### src/rtl/thr_irq_pkg.sv
package thr_irq_pkg;

    localparam int RES_W  = 16;
    localparam int PERS_W = 4;
    localparam int BYTE_W = 8;
    localparam int LANES  = RES_W / BYTE_W;

    typedef enum logic [1:0] {
        MODE_OFF   = 2'b00,
        MODE_LEVEL = 2'b01,
        MODE_ALERT = 2'b10,
        MODE_FORCE = 2'b11
    } irq_mode_e;

    typedef struct packed {
        irq_mode_e          mode;
        logic [PERS_W-1:0]  persist;
    } irq_ctrl_t;

    typedef struct packed {
        logic [RES_W-1:0] lo;
        logic [RES_W-1:0] hi;
    } win_cfg_t;

    function automatic logic outside_win(input logic [RES_W-1:0] v, input win_cfg_t w);
        return (v < w.lo) || (v > w.hi);
    endfunction

    function automatic logic [PERS_W-1:0] sat_inc(input logic [PERS_W-1:0] c);
        return (&c) ? c : c + 1'b1;
    endfunction

    function automatic irq_ctrl_t unpack_ctrl(input logic [BYTE_W-1:0] b);
        irq_ctrl_t r;
        r.mode    = irq_mode_e'(b[5:4]);
        r.persist = b[PERS_W-1:0];
        return r;
    endfunction

endpackage

### src/rtl/thr_cfg_regs.sv
module thr_cfg_regs
    import thr_irq_pkg::*;
#(
    parameter int ADDR_W    = 3,
    parameter int LO_BASE   = 2,
    parameter int HI_BASE   = 4,
    parameter int CTRL_ADDR = 6
) (
    input  logic              clk,
    input  logic              rst,
    input  logic              wr_en,
    input  logic [ADDR_W-1:0] wr_addr,
    input  logic [BYTE_W-1:0] wr_data,
    output win_cfg_t          win,
    output irq_ctrl_t         ctrl,
    output logic              ctrl_wr,
    output irq_ctrl_t         ctrl_new
);

    logic [LANES-1:0][BYTE_W-1:0] lo_b, hi_b;

    for (genvar g = 0; g < LANES; g++) begin : g_lane
        localparam logic [ADDR_W-1:0] LO_A = ADDR_W'(LO_BASE + g);
        localparam logic [ADDR_W-1:0] HI_A = ADDR_W'(HI_BASE + g);
        always_ff @(posedge clk) begin
            if (rst) begin
                lo_b[g] <= '0;
                hi_b[g] <= '0;
            end else if (wr_en) begin
                if (wr_addr == LO_A) lo_b[g] <= wr_data;
                if (wr_addr == HI_A) hi_b[g] <= wr_data;
            end
        end
    end

    assign win.lo = lo_b;
    assign win.hi = hi_b;

    assign ctrl_wr  = wr_en && (wr_addr == ADDR_W'(CTRL_ADDR));
    assign ctrl_new = unpack_ctrl(wr_data);

    always_ff @(posedge clk) begin
        if (rst) ctrl <= '{mode: MODE_OFF, persist: '0};
        else if (ctrl_wr) ctrl <= ctrl_new;
    end


    ctrl_load_chk: assert property (@(posedge clk) disable iff (rst)
        ctrl_wr |=> ctrl == $past(ctrl_new));

endmodule

### src/rtl/thr_persist_cnt.sv
module thr_persist_cnt
    import thr_irq_pkg::*;
(
    input  logic              clk,
    input  logic              rst,
    input  logic              res_valid,
    input  logic [RES_W-1:0]  res_value,
    input  win_cfg_t          win,
    input  logic [PERS_W-1:0] persist,
    output logic              hit
);

    logic              is_out;
    logic [PERS_W-1:0] cnt_q, cnt_d;

    assign is_out = outside_win(res_value, win);

    always_comb begin
        cnt_d = cnt_q;
        if (res_valid) cnt_d = is_out ? sat_inc(cnt_q) : '0;
    end

    always_ff @(posedge clk) begin
        if (rst) cnt_q <= '0;
        else     cnt_q <= cnt_d;
    end

    assign hit = res_valid && ((persist == '0) || (is_out && (cnt_d >= persist)));


    inwin_reset_chk: assert property (@(posedge clk) disable iff (rst)
        (res_valid && !is_out) |=> cnt_q == '0);


    cnt_sat_chk: assert property (@(posedge clk) disable iff (rst)
        (res_valid && is_out && (&cnt_q)) |=> (&cnt_q));


    no_early_hit_chk: assert property (@(posedge clk) disable iff (rst)
        (hit && persist != '0) |-> is_out);

endmodule

### src/rtl/thr_irq_latch.sv
module thr_irq_latch
    import thr_irq_pkg::*;
(
    input  logic      clk,
    input  logic      rst,
    input  irq_ctrl_t ctrl,
    input  logic      ctrl_wr,
    input  irq_ctrl_t ctrl_new,
    input  logic      hit,
    input  logic      clr_req,
    input  logic      alert_won,
    output logic      flag,
    output logic      pend
);

    logic set_c, rel_c, drop_c;

    assign drop_c = ctrl_wr && (ctrl_new.mode == MODE_OFF);
    assign set_c  = (ctrl_wr && ctrl_new.mode == MODE_FORCE) ||
                    (hit && ctrl.mode != MODE_OFF);
    assign rel_c  = clr_req || (alert_won && ctrl.mode[1]);

    always_ff @(posedge clk) begin
        if (rst)         flag <= 1'b0;
        else if (drop_c) flag <= 1'b0;
        else if (set_c)  flag <= 1'b1;
        else if (rel_c)  flag <= 1'b0;
    end

    assign pend = flag && ctrl.mode[1];


    trig_wins_chk: assert property (@(posedge clk) disable iff (rst)
        (set_c && !drop_c) |=> flag);


    level_hold_chk: assert property (@(posedge clk) disable iff (rst)
        (flag && ctrl.mode == MODE_LEVEL && !clr_req && !ctrl_wr) |=> flag);


    off_quiet_chk: assert property (@(posedge clk) disable iff (rst)
        (ctrl.mode == MODE_OFF && !ctrl_wr) |=> !flag);

endmodule

### src/rtl/thr_persist_irq.sv
module thr_persist_irq
    import thr_irq_pkg::*;
#(
    parameter int ADDR_W    = 3,
    parameter int LO_BASE   = 2,
    parameter int HI_BASE   = 4,
    parameter int CTRL_ADDR = 6
) (
    input  logic              clk,
    input  logic              rst,
    input  logic              wr_en,
    input  logic [ADDR_W-1:0] wr_addr,
    input  logic [7:0]        wr_data,
    input  logic              res_valid,
    input  logic [15:0]       res_value,
    input  logic              clr_req,
    input  logic              alert_won,
    output logic              irq_n,
    output logic              alert_pend
);

    win_cfg_t  win;
    irq_ctrl_t ctrl, ctrl_new;
    logic      ctrl_wr, hit, flag;

    thr_cfg_regs #(
        .ADDR_W(ADDR_W), .LO_BASE(LO_BASE), .HI_BASE(HI_BASE), .CTRL_ADDR(CTRL_ADDR)
    ) u_regs (
        .clk(clk), .rst(rst), .wr_en(wr_en), .wr_addr(wr_addr), .wr_data(wr_data),
        .win(win), .ctrl(ctrl), .ctrl_wr(ctrl_wr), .ctrl_new(ctrl_new)
    );

    thr_persist_cnt u_cnt (
        .clk(clk), .rst(rst), .res_valid(res_valid), .res_value(res_value),
        .win(win), .persist(ctrl.persist), .hit(hit)
    );

    thr_irq_latch u_latch (
        .clk(clk), .rst(rst), .ctrl(ctrl), .ctrl_wr(ctrl_wr), .ctrl_new(ctrl_new),
        .hit(hit), .clr_req(clr_req), .alert_won(alert_won),
        .flag(flag), .pend(alert_pend)
    );

    assign irq_n = ~flag;


    pend_implies_irq_chk: assert property (@(posedge clk) disable iff (rst)
        alert_pend |-> !irq_n);


    force_write_chk: assert property (@(posedge clk) disable iff (rst)
        (ctrl_wr && ctrl_new.mode == MODE_FORCE) |=> alert_pend);

endmodule

### config.mk
export PLATFORM = sky130hd
export DESIGN_NAME = thr_persist_irq
export DESIGN_NICKNAME = d
export VERILOG_FILES = /design/src/rtl/thr_irq_pkg.sv /design/src/rtl/thr_cfg_regs.sv /design/src/rtl/thr_persist_cnt.sv /design/src/rtl/thr_irq_latch.sv /design/src/rtl/thr_persist_irq.sv
export SDC_FILE = /design/constraint.sdc
export NUM_CORES = 1
export LEC_CHECK = 0
export BUFFER_PORTS_ARGS = -buffer_cell sky130_fd_sc_hd__buf_4
export CAP_MARGIN = 20
export CORE_MARGIN = 2
export CORE_UTILIZATION = 62
export DETAILED_ROUTE_END_ITERATION = 10
export GPL_TIMING_DRIVEN = 0
export PLACE_DENSITY = 0.91
export SYNTH_ARGS = -nofsm -noshare
export SYNTH_HDL_FRONTEND = slang
export SYNTH_SLANG_ARGS = --single-unit
export TNS_END_PERCENT = 5
### constraint.sdc
create_clock -name clk -period 7.5 [get_ports clk]
set_input_delay 2.25 -clock clk [delete_from_list [all_inputs] [get_ports clk]]
set_output_delay 2.25 -clock clk [all_outputs]
set_load 0.03 [all_outputs]
==> results.json <==
{
  "rsz0062_at_grt": "no",
  "cp.required_ns": 7.67,
  "slowest_stage": "nor4_1",
  "finalHoldWorstSlack_ns": 0.460,
  "hold_viol": 0,
  "initialDrtViolationCount": 94,
  "synth_ff_type": "dfxtp_1",
  "syn_inst": 335,
  "p_leak_nw": 1.11,
  "p_total_mw": 0.445,
  "htree_num_levels": 2,
  "slowest_delay_ns": 0.45,
  "worst_slack_ns": 2.25,
  "status": "finished clean",
  "hold_path_class": "flop to flop",
  "viasPerCell": 5.62,
  "ys_ff_latch": 43,
  "yosys_warnings": 0,
  "cts_tree": "built",
  "crit_chain": "buf_4 -> ha_1 -> nand4_1 -> nor4_1 -> a21boi_0 -> o31a_2 -> nor2_4 -> a21o_1 -> ha_1 -> nand2b_1 -> a21o_1 -> a21o_1 -> a211o_1 -> a21oi_1 -> nor3_1",
  "syn_area_um2": 2550,
  "die_w_um": 68.1,
  "grt_overflow": 0,
  "cp_num_buf_inv": 1,
  "port_buffers": 33,
  "synth_cell_types": 35,
  "syn_area_per_cell_um2": 7.60,
  "grt_pass1_vias": 2259,
  "die_y_um": 68.1,
  "post_cts_resized": 0,
  "io_pins": 35,
  "setup_tns_ns": 0,
  "min_period_over_period_pct": 70.0,
  "hpwl_um": 4640,
  "antenna_found_initial": 0,
  "postLayoutCoreUtil_pct": 73.8,
  "wire_per_inst_um": 13.9,
  "max-vdd-ir-drop_mv": 0.0967,
  "maxCapViolCount": 0,
  "place_area_um2": 2860,
  "synth_top_area_share_pct": 33.8,
  "drtPass1Iterations": 4,
  "setup_viol": 0,
  "drt_wl_total_um": 5880,
  "row_count": 23,
  "cts-root-buf": "clkbuf_8",
  "cts_setup_buffers": 0,
  "fin_nets": 444,
  "gp_congestion": 0.933,
  "clkSinkCount": 43,
  "num_antenna_cells": 0,
  "cts_made_buffers": 5,
  "clockBufferDepth": 2,
  "dpl.cell_count": 418,
  "path_delay_family": "compound AO/OA/AOI/OAI gates",
  "finalInstanceArea_um2": 2930,
  "grt_pass1_wl_um": 9670,
  "ant_nets": 0,
  "area_delta_synth_final_pct": 15.0,
  "synth_edf_count": 0,
  "grt_max_degree": 12,
  "synthArstFlopShare_pct": 0,
  "ys_seq_area_share_pct": 33.8,
  "slew_headroom_pct": 39.5,
  "dieArea_um2": 4640,
  "drv_slew": 0,
  "path_max_fanout": 8,
  "place_ws_ns": 1.93,
  "postCtsHoldBufs": 0,
  "drc_errors": 0,
  "end_kind": "flop",
  "syn_nets": 404,
  "start_kind": "input pin",
  "period_minus_slack_ns": 5.25,
  "clk_latency_ns": 0.29,
  "vias": 2383,
  "start_util_pct": 64.1,
  "core_area_um2": 3970,
  "worst_slew_pin_slew_ns": 0.900,
  "synth.area.top_cells": "dfxtp_1 34%, ha_1 18%, nand2_1 13%, a21oi_1 10%, inv_1 5.7%",
  "grt_use_total_pct": 28.2,
  "synth_top_cell_by_area": "dfxtp_1",
  "fin_skew_ns": 0.00235,
  "fmax_ghz": 0.190,
  "critPathKind": "input pin to flop",
  "timing.critical_path.mode_cell": "a21o_1",
  "drive_above_1_share_pct": 11.5,
  "critPathArrivalTime_ns": 5.42,
  "powerDensity_nw_per_um2": 152,
  "clkSlewWorstSetupHoldPaths_ns": 0.07,
  "layout.cells.non_filler": 424,
  "reg2reg_slack_ns": 3.93
}
[cell type report]
cell class | instances | area (um2)
flip-flops and latches | 43 | 861
plain buffers | 10 | 37.5
multi-input cells | 243 | 1500
well taps | 50 | 62.6
clock buffers | 6 | 72.6
repair buffers | 33 | 248
fillers | 291 | 1040
inverters | 39 | 146
[cells in the final DEF (no fill, tap or decap), drive strengths merged]
master	count
nand2	85
a21oi	53
dfxtp	43
inv	39
ha	36
buf	34
clkbuf	15
o21ai	8
nand4	7
nor3	5
nor2	5
a21o	4
nand3	4
nand2b	4
a211oi	4
mux2i	3
nor4	3
and3	2
and2	2
a21boi	2
o21a	2
or3	2
a211o	2
nor2b	1
a221o	1
o31a	1
or4	1
a221oi	1
o2bb2ai	1
o41ai	1
nor3b	1
nand3b	1
or2	1
[logic make-up (layout without fill, tap and decap cells)]
family	after synthesis	in the layout	synth area share [%]
and+or+nand+nor	124	124	21.9
buffers and inverters	49	88	7.22
AOI/OAI and AO/OA	80	80	18.3
DFF	43	43	33.8
adders and majority gates	36	36	17.7
muxes	3	3	1.18
[routing by layer]
metal | up-vias | part of all wire (%) | global-route usage (%)
met5 | - | 0 | 0
met4 | 0 | 1.7 | 11.0
met3 | 13 | 6.1 | 5.59
met2 | 74 | 49 | 48.4
met1 | 1085 | 43 | 34.6
li1 | 1211 | - | -
[sequential cells by signal, indices dropped and copies added (netlist names)]
name	cells
u_cnt.cnt_q	4
u_latch.flag	1
u_regs.ctrl	6
u_regs.win	32
[path summary, 6_finish.rpt]
| kind | from | end | depth (start not counted) |
|---|---|---|---|
| hold / removal | u_regs.win[1] | u_regs.win[1] | 2 |
| setup reg to reg | u_regs.win[14] | u_latch.flag | 15 |
| setup / recovery | res_value[14] | u_latch.flag | 15 |
| hold reg to reg | u_regs.win[1] | u_regs.win[1] | 2 |
[report_power, final]
part           internal, mW  switching [mW]  leakage (nW)  total [mW]
clock network        0.0620          0.0712        0.0371       0.133
registers             0.234         0.00366         0.348       0.237
logic                0.0333          0.0414         0.724      0.0747
total                 0.329           0.116          1.11       0.445
[cell usage after synthesis, types with 3 or more instances]
library cell,n
nand2_1,85
a21oi_1,53
dfxtp_1,43
inv_1,39
ha_1,36
clkbuf_1,9
o21ai_0,8
nand4_1,7
nor3_1,5
a211oi_1,4
a21o_1,4
nand2b_1,4
nand3_1,4
nor2_1,4
mux2i_1,3
[worst min-delay path, cell delays in order, from the launching register on]
cell and delay [ns]:
dfxtp_1 0.31, nand2_1 0.05, a21oi_1 0.05
Note: power is estimated with default switching activity, not from simulation.
